File: src/rtl/boot_failover_pkg.sv
package boot_failover_pkg;
  typedef enum logic [2:0] {
    BF_IDLE,
    BF_RESET,
    BF_WAIT,
    BF_BOOTED,
    BF_HALT
  } bf_state_e;

  localparam int unsigned BF_NUM_FLASH = 2;
  localparam logic        BF_SEL_PRI   = 1'b0;
  localparam logic        BF_SEL_BAK   = 1'b1;
endpackage

File: src/rtl/bf_cycle_cnt.sv
module bf_cycle_cnt #(
  parameter int unsigned W = 8
) (
  input  logic         clk,
  input  logic         rst_n,
  input  logic         clr_i,
  input  logic         en_i,
  input  logic [W-1:0] lim_i,
  output logic         done_o
);
  logic [W-1:0] cnt_q;
  logic [W-1:0] lim_eff;

  assign lim_eff = (lim_i == '0) ? W'(1) : lim_i;
  assign done_o  = en_i && !clr_i && (cnt_q == lim_eff - W'(1));

  always_ff @(posedge clk) begin
    if (!rst_n || clr_i) cnt_q <= '0;
    else if (en_i)       cnt_q <= cnt_q + W'(1);
  end
endmodule

File: src/rtl/bf_err_flags.sv
module bf_err_flags #(
  parameter int unsigned N = 2
) (
  input  logic         clk,
  input  logic         rst_n,
  input  logic         clr_i,
  input  logic [N-1:0] set_i,
  output logic [N-1:0] flag_o,
  output logic [N-1:0] evt_o
);
  for (genvar g = 0; g < N; g++) begin : g_flag
    always_ff @(posedge clk) begin
      if (!rst_n) begin
        flag_o[g] <= 1'b0;
        evt_o[g]  <= 1'b0;
      end else begin
        evt_o[g] <= set_i[g];
        if (set_i[g])   flag_o[g] <= 1'b1;
        else if (clr_i) flag_o[g] <= 1'b0;
      end
    end
  end
endmodule

File: src/rtl/boot_failover.sv
module boot_failover
  import boot_failover_pkg::*;
#(
  parameter int unsigned TMR_W = 16,
  parameter int unsigned RST_W = 8
) (
  input  logic             clk,
  input  logic             rst_n,
  input  logic             start_i,
  input  logic             status_vld_i,
  input  logic             status_pass_i,
  input  logic [TMR_W-1:0] timeout_i,
  input  logic [RST_W-1:0] rst_len_i,
  input  logic             ovr_en_i,
  input  logic             ovr_sel_i,
  input  logic             err_clr_i,
  output logic             flash_sel_o,
  output logic             host_rst_o,
  output logic             err_pri_o,
  output logic             err_bak_o,
  output logic             evt_pri_o,
  output logic             evt_bak_o
);
  bf_state_e state_q;
  logic      use_bak_q;
  logic      rst_done, tmo_done;
  logic      pass_ev, fail_ev;
  logic [BF_NUM_FLASH-1:0] fail_set, flags, evts;

  assign flash_sel_o = ovr_en_i ? ovr_sel_i : use_bak_q;
  assign host_rst_o  = (state_q == BF_RESET);

  bf_cycle_cnt #(.W(RST_W)) u_rst_cnt (
    .clk(clk), .rst_n(rst_n),
    .clr_i(start_i || state_q != BF_RESET),
    .en_i(state_q == BF_RESET),
    .lim_i(rst_len_i),
    .done_o(rst_done)
  );

  bf_cycle_cnt #(.W(TMR_W)) u_win_cnt (
    .clk(clk), .rst_n(rst_n),
    .clr_i(start_i || state_q != BF_WAIT),
    .en_i(state_q == BF_WAIT),
    .lim_i(timeout_i),
    .done_o(tmo_done)
  );

  // A pass report wins over a timeout that expires in the same cycle.
  assign pass_ev = (state_q == BF_WAIT) && !start_i && status_vld_i && status_pass_i;
  assign fail_ev = (state_q == BF_WAIT) && !start_i && !pass_ev &&
                   (status_vld_i || tmo_done);

  assign fail_set[0] = fail_ev && (flash_sel_o == BF_SEL_PRI);
  assign fail_set[1] = fail_ev && (flash_sel_o == BF_SEL_BAK);

  always_ff @(posedge clk) begin
    if (!rst_n) begin
      state_q   <= BF_IDLE;
      use_bak_q <= BF_SEL_PRI;
    end else if (start_i) begin
      state_q   <= BF_RESET;
      use_bak_q <= BF_SEL_PRI;
    end else begin
      unique case (state_q)
        BF_RESET: if (rst_done) state_q <= BF_WAIT;
        BF_WAIT: begin
          if (pass_ev) begin
            state_q <= BF_BOOTED;
          end else if (fail_ev) begin
            if (!ovr_en_i && use_bak_q == BF_SEL_PRI) begin
              use_bak_q <= BF_SEL_BAK;
              state_q   <= BF_RESET;
            end else begin
              state_q <= BF_HALT;
            end
          end
        end
        default: state_q <= state_q;
      endcase
    end
  end

  bf_err_flags #(.N(BF_NUM_FLASH)) u_flags (
    .clk(clk), .rst_n(rst_n),
    .clr_i(err_clr_i || start_i),
    .set_i(fail_set),
    .flag_o(flags),
    .evt_o(evts)
  );

  assign err_pri_o = flags[0];
  assign err_bak_o = flags[1];
  assign evt_pri_o = evts[0];
  assign evt_bak_o = evts[1];
endmodule

File: config.mk
export PLATFORM = sky130hd
export DESIGN_NAME = boot_failover
export DESIGN_NICKNAME = d
export VERILOG_FILES = /design/src/rtl/boot_failover_pkg.sv /design/src/rtl/bf_cycle_cnt.sv /design/src/rtl/bf_err_flags.sv /design/src/rtl/boot_failover.sv
export SDC_FILE = /design/constraint.sdc
export NUM_CORES = 1
export LEC_CHECK = 0
export BUFFER_PORTS_ARGS = -buffer_cell sky130_fd_sc_hd__buf_2
export CAP_MARGIN = 20
export CELL_PAD_IN_SITES_DETAIL_PLACEMENT = 0
export CELL_PAD_IN_SITES_GLOBAL_PLACEMENT = 1
export CORE_ASPECT_RATIO = 1.75
export CORE_MARGIN = 5
export CORE_UTILIZATION = 30
export DETAILED_ROUTE_END_ITERATION = 12
export GPL_TIMING_DRIVEN = 0
export PLACE_DENSITY_LB_ADDON = 0.05
export SLEW_MARGIN = 25
export SYNTH_ARGS = -nofsm -noshare
export SYNTH_HDL_FRONTEND = slang
export SYNTH_HIERARCHICAL = 1
export SYNTH_SLANG_ARGS = --single-unit
File: constraint.sdc
create_clock -name clk -period 5 [get_ports clk]
set_input_delay 1.5 -clock clk [delete_from_list [all_inputs] [get_ports clk]]
set_output_delay 1.5 -clock clk [all_outputs]
set_load 0.005 [all_outputs]
### After elaboration in Yosys (flattened, before gate mapping)

Index checks and enable logic that the tools add are counted.

| cells by class | value |
|---|---|
| add/sub/neg operators | 4 |
| eq/ne operators | 10 |
| mux-type cells | 12 |
| bitwise logic cells | 4 |
| reduce and logical (&&, ||, !) cells | 34 |

Operators by type and width:

| kind | count |
|---|---|
| $add A16 B1 Y16 const B | 1 |
| $eq A16 B16 Y1 | 1 |
| $logic_not A16 Y1 | 1 |
| $mux W16 | 1 |
| $sub A16 B1 Y16 const B | 1 |
| $logic_and A1 B1 Y1 | 12 |
| $mux W3 | 4 |
| $add A8 B1 Y8 const B | 1 |
| $eq A8 B8 Y1 | 1 |
| $logic_not A8 Y1 | 1 |
| $mux W8 | 1 |
| $sub A8 B1 Y8 const B | 1 |
| $logic_not A1 Y1 | 6 |
| $logic_or A1 B1 Y1 | 6 |
| $ne A3 B3 Y1 const B | 2 |
| $pmux W3 S2 | 1 |
| $reduce_and A3 Y1 | 2 |
| $reduce_bool A2 Y1 | 3 |
| $mux W1 | 5 |
| $ne A4 B4 Y1 const B | 1 |
| $not A1 Y1 | 4 |
| $reduce_and A4 Y1 | 1 |
| $eq A3 B1 Y1 const B | 1 |
| $eq A3 B2 Y1 const B | 1 |
| other kinds (5) | 5 |

| storage, ports and cells | value |
|---|---|
| bits in registers | 32 |
| bits of input ports | 32 |
| output and inout bits | 6 |

### Depth between registers and ports, before layout

| logic depth | value |
|---|---|
| depth after elaboration | 11 |
| depth in mapped cells | 15 |
| gate-level depth less buffers | 14 |

### By module

Netlist, hierarchy kept.

Modules (own cells, without submodules):

| module | instances | cells each | area each (µm²) |
|---|---|---|---|
| bf_cycle_cnt at u_win_cnt | 1 | 171 | 1,328.8 |
| bf_cycle_cnt at u_rst_cnt | 1 | 72 | 584.3 |
| boot_failover | 1 | 30 | 274.0 |
| bf_err_flags | 1 | 10 | 120.1 |

### Least setup slack after synthesis

Ideal clock, no wire load.

| timing path | value |
|---|---|
| kind | input to register |
| start point | input port timeout_i[9] |
| end point | register u_flags.flag_o[1] |
| library setup time | 0.058 ns |
| arrival | 4.791 ns |
| slack | 0.151 ns |
| stages | 15 |
| path buffers | 1 |
| cell sequence | buf_2 > or4_4 > nor2_2 > a21oi_1 > ha_1 > xnor2_1 > a2111oi_0 > o31ai_1 > a2111oi_1 > o2111ai_1 > a2111oi_4 > nor2b_1 > o211ai_4 > and2b_2 > o21a_1 |

| on the way | value |
|---|---|
| cells in the longest elaborated chain, start to end | 9 |
| elaborated cells on any way between the ends | 10 |
| classes of those cells | add/sub (1); eq/ne (1); mux (2); reduce/logical (6) |

Ends and longest elaborated chain:

| element | RTL line | text |
|---|---|---|
| from (decl) | boot_failover.sv:12 | `input logic [TMR_W-1:0] timeout_i,` |
| $logic_not A16 Y1 | bf_cycle_cnt.sv:14 | `assign lim_eff = (lim_i == '0) ? W'(1) : lim_i;` |
| $mux W16 (*) | bf_cycle_cnt.sv:14 |  |
| $sub A16 B1 Y16 (*) | bf_cycle_cnt.sv:15 | `assign done_o = en_i && !clr_i && (cnt_q == lim_eff - W'(1));` |
| $eq A16 B16 Y1 (*) | bf_cycle_cnt.sv:15 |  |
| $logic_and A1 B1 Y1 (*) | bf_cycle_cnt.sv:15 |  |
| named net tmo_done | boot_failover.sv:26 | `logic rst_done, tmo_done;` |
| $logic_or A1 B1 Y1 (*) | boot_failover.sv:52 | `(status_vld_i \|\| tmo_done);` |
| $logic_and A1 B1 Y1 (*) | boot_failover.sv:51 | `assign fail_ev = (state_q == BF_WAIT) && !start_i && !pass_ev &&` |
| $logic_and A1 B1 Y1 (*) | boot_failover.sv:55 | `assign fail_set[1] = fail_ev && (flash_sel_o == BF_SEL_BAK);` |
| named net fail_set[1] | boot_failover.sv:28 | `logic [BF_NUM_FLASH-1:0] fail_set, flags, evts;` |
| $mux W1 / $reduce_bool A2 Y1 (equally long branches) | - |  |
| to (signal, indexed assignment) | bf_err_flags.sv:14 | `flag_o[g] <= 1'b0;` |
| to (signal, indexed assignment) | bf_err_flags.sv:18 | `if (set_i[g]) flag_o[g] <= 1'b1;` |
| to (signal, indexed assignment) | bf_err_flags.sv:19 | `else if (clr_i) flag_o[g] <= 1'b0;` |
| to (decl) | bf_err_flags.sv:8 | `output logic [N-1:0] flag_o,` |

Mark *: on every way through the listed nets, which the timed path passes. The rest lies on a longest branch.
A chain may end at the register's enable or synchronous reset.

### Final worst setup path

| timing path | value |
|---|---|
| start point | input port timeout_i[0] |
| end point | register u_flags.flag_o[1] |

The elaborated chain is that of the path after synthesis.

==> out/qor.txt <==
Initial DRC Count: 78
Synth Area in Adders: 2.17%
Worst path depth: 16
Top Ports: 38
TritonCTS clock tree: yes
Diodes inserted: 0
CTS max path bufs: 2
Vias in the first global route: 2208
Crit path launch type: primary input
CTS clock-pin slew for the worst setup and hold paths: 0.05 ns
First-pass GRT wire length: 10400 µm
Num CTS Buffers: 5
Cell family with most CP delay: compound AO/OA/AOI/OAI gates
Hold-fix buffers at CTS: 0
Hold WC Path Type: reg -> reg
R2R setup slack: 1.78 ns
Kind of critical path: in -> reg
FF+latch count, synth: 32
Leakage power: 0.000919 µW
RePlAce Congestion: 0.783
HPWL Detailed: 5040 µm
Final hold vios: 0
CP endpoint: u_flags/flag_o[1]
Via density: 5.11
Most common cell after layout, fill and taps aside: buf_2
Seq pwr share: 39.7%
GRT Total Usage: 13.3%
Area grow syn2layout: 20.2%
Main combinational cell family by area after synthesis: simple AND/OR/NAND/NOR gates
Compound-Gate Fraction of Synth Area: 17.4%
Slew HR: 50.0%
Routed Antenna Nets: 0
Worst Max-Slew Pin Slew: 0.743 ns
Placed cell areas: 2590 µm²
Syn nets: 319
Layout Cells excl Fill: 414
Maxcap violations: 0
Routed WL: 6210 µm
Seq/Total Area, Yosys: 27.8%
Crit Reg-Reg Startpoint: state_q[1]
CORE AREA: 7510 µm²
Worst-Skew Late Latency: 0.28 ns
Min Tclk post-route: 4.74 ns
Internal Pwr Total: 497 µW
Row count: 42
Multiplexer area fraction after synthesis: 1.79%
Switching Fraction: 23.2%
Setup violators final: 0
Crit Reg-Reg Endpoint: u_flags/flag_o[1]
Post-route cell area: 2770 µm²
Largest net degree at the start of global routing: 11
Total number of vias: 2116
Cell Pwr Density: 233 nW/µm²
Routed len/inst: 15.0 µm
Final net count: 362
Arrival time at the worst endpoint: 4.96 ns
Fmax: 0.211 GHz
Initial cell density of the core: 30.7%
IO Port Bufs: 35
Post-synth EDFFs: 0
Cell area after synthesis: 2310 µm²
Cells after synthesis: 283
Worst Reg-to-Reg Cells: 12
Die width: 76.3 µm
Die height: 126 µm
Worst path cell trace: buf_2 > or4_1 > buf_2 > nor2_2 > a21oi_1 > ha_1 > xnor2_1 > a2111oi_2 > o31ai_1 > a2111oi_1 > o2111ai_1 > a2111oi_4 > nor2b_4 > o211ai_4 > and2b_2 > o21a_1
Synth Area in Simple Gates: 31.1%
Switching Power: 150 µW
Final worst path period share: 94.8%
TritonCTS Sinks: 32
Worst-path maximum fanout: 7
Initial antenna violation count: 0
Commonest cells after routing, fill and taps aside: buf_2 (37), dfxtp_1 (32), nor2_1 (31)
Number of library cell types mapped by synthesis: 59
Final Total Pwr: 647 µW
Main synth FF type: dfxtp_1
Final core utilization: 36.9%
Layout Skew: 0.00379 ns
CP required: 5.22 ns
Dpl cells: 406
Max stage delay cell, worst path: or4_1
Synth Area in XOR/XNOR: 15.9%
Worst IR Drop VDD: 0.164 mV
Final Max Tran Viols: 0
CTS root buf: clkbuf_16
GR Overflow Total: 0
Worst Setup End Kind: flip-flop
Yosys warns: 6
CTS H-tree depth: 2
Ys async rst share: 0%
Setup crit start: timeout_i[0]
Clock network fraction of total power: 48.8%
Max stage delay on crit path: 0.51 ns
Syn Area/Cell: 8.15 µm²
Status: complete, no violations
Die area: 9610 µm²
RSZ-0062 raised after global routing: false
Layout cells sized above 1: 21.2%
Worst path bufs/invs: 2
DR DRC count: 0
Part of the power in combinational logic: 11.5%
CP most frequent cell: buf_2
DR pass1 iterations: 4
==> per-stage QoR <==
stage,hold slack (ns),setup WS [ns],setup TNS (ns)
3_5_place_dp,0.505,-0.481,-2.85
5_1_grt,0.539,0.00326,0
6_report,0.512,0.259,0
4_1_cts,0.519,0.0126,0
2_1_floorplan,0.469,0.151,0
3_3_place_gp,0.496,-0.448,-2.57
==> how the worst min path moves through the flow <==
| stage | end | start | depth (start not counted) | slack, ns |
|---|---|---|---|---|
| final | use_bak_q | use_bak_q | 2 | 0.51 |
| after global routing | u_rst_cnt/cnt_q[7] | u_rst_cnt/cnt_q[7] | 2 | 0.54 |
| after CTS | use_bak_q | use_bak_q | 2 | 0.52 |
| after detailed placement | use_bak_q | use_bak_q | 2 | 0.50 |
| after global placement | use_bak_q | use_bak_q | 2 | 0.50 |
| after floorplan | use_bak_q | use_bak_q | 2 | 0.47 |
==> area by class of cell <==
type	count	area (µm²)
Sequential cell	32	641
Timing Repair Buffer	36	183
Tap cell	88	110
Fill cell	831	4740
Inverter	9	33.8
Clock buffer	7	153
Buffer	12	55.1
Multi-Input combinational cell	230	1600
==> flip-flops by register name, summed over array words and instances, names as in the netlist <==
| signal | cells |
|---|---|
| state_q | 3 |
| u_win_cnt/cnt_q | 16 |
| u_rst_cnt/cnt_q | 8 |
| u_flags/flag_o | 2 |
| u_flags/evt_o | 2 |
| use_bak_q | 1 |
==> layer usage <==
metal	vias to the layer above	part of all wire [%]	GRT usage, %
li1	1089	-	-
met1	979	36	12.3
met2	33	57	26.4
met3	15	3.2	2.36
met4	0	3.8	7.11
met5	-	0	0
==> worst reg2reg max path: stages (launching register included) <==
cell	delay [ns]
dfxtp_1	0.37
nor3b_4	0.30
clkbuf_1	0.32
inv_1	0.09
a2111oi_2	0.39
o31ai_1	0.13
a2111oi_1	0.37
o2111ai_1	0.24
a2111oi_4	0.28
nor2b_4	0.22
o211ai_4	0.10
and2b_2	0.24
o21a_1	0.11
==> power groups by stage <==
| stage | Clock, µW | Combinational, µW | Sequential (µW) |
|---|---|---|---|
| global route | 336 | 82.6 | 257 |
| detailed placement | 0 | 74.2 | 262 |
| global placement | 0 | 74.0 | 262 |
| finish | 315 | 74.3 | 257 |
| floorplan | 0 | 42.0 | 262 |
| CTS | 327 | 75.2 | 257 |
==> timing repair <==
| action | in CTS | in global routing |
|---|---|---|
| setup endpoints to repair | 6 | 7 |
| gates resized for setup | 5 | 1 |
| buffers inserted | 0 | 1 |
| gates cloned | 0 | 0 |
| pin swaps | 1 | 4 |
==> logic make-up (layout without fill, tap and decap cells) <==
logic type / Yosys count / in the layout
muxes: 4 / 4
xor gates and xnor gates: 42 / 42
AOI/OAI and AO/OA: 52 / 52
adders and majority gates: 4 / 4
DFF: 32 / 32
buffers and inverters: 21 / 64
and+or+nand+nor: 128 / 128
==> synthesized netlist by cell type (2+ instances only) <==
cell type	count	area share (%)
or4_1	3	0.98
nor4_1	7	1.9
nor3b_1	5	1.6
o21ai_0	9	2.0
and2_1	3	0.81
nor2b_1	6	1.6
or3_1	5	1.4
nand3b_1	3	0.98
and3_1	2	0.54
nor2_2	2	0.54
dfxtp_1	32	28
a211oi_1	2	0.65
or4_4	3	1.5
o21a_1	2	0.65
o31ai_1	3	0.98
ha_1	4	2.2
xor2_1	19	7.2
o22ai_1	2	0.54
nand3_1	7	1.5
o41ai_2	2	1.4
a31oi_1	2	0.54
nand2b_1	6	1.6
inv_1	9	1.5
nor3_1	5	1.1
o21ai_1	3	0.65
mux2i_1	3	1.3
nand4_1	9	2.4
xnor2_1	23	8.7
clkbuf_1	9	1.5
nand2_1	21	3.4
nor2_1	32	5.2
buf_2	2	0.43
a21oi_1	12	2.6
Note: power is estimated with default switching activity, not from simulation.
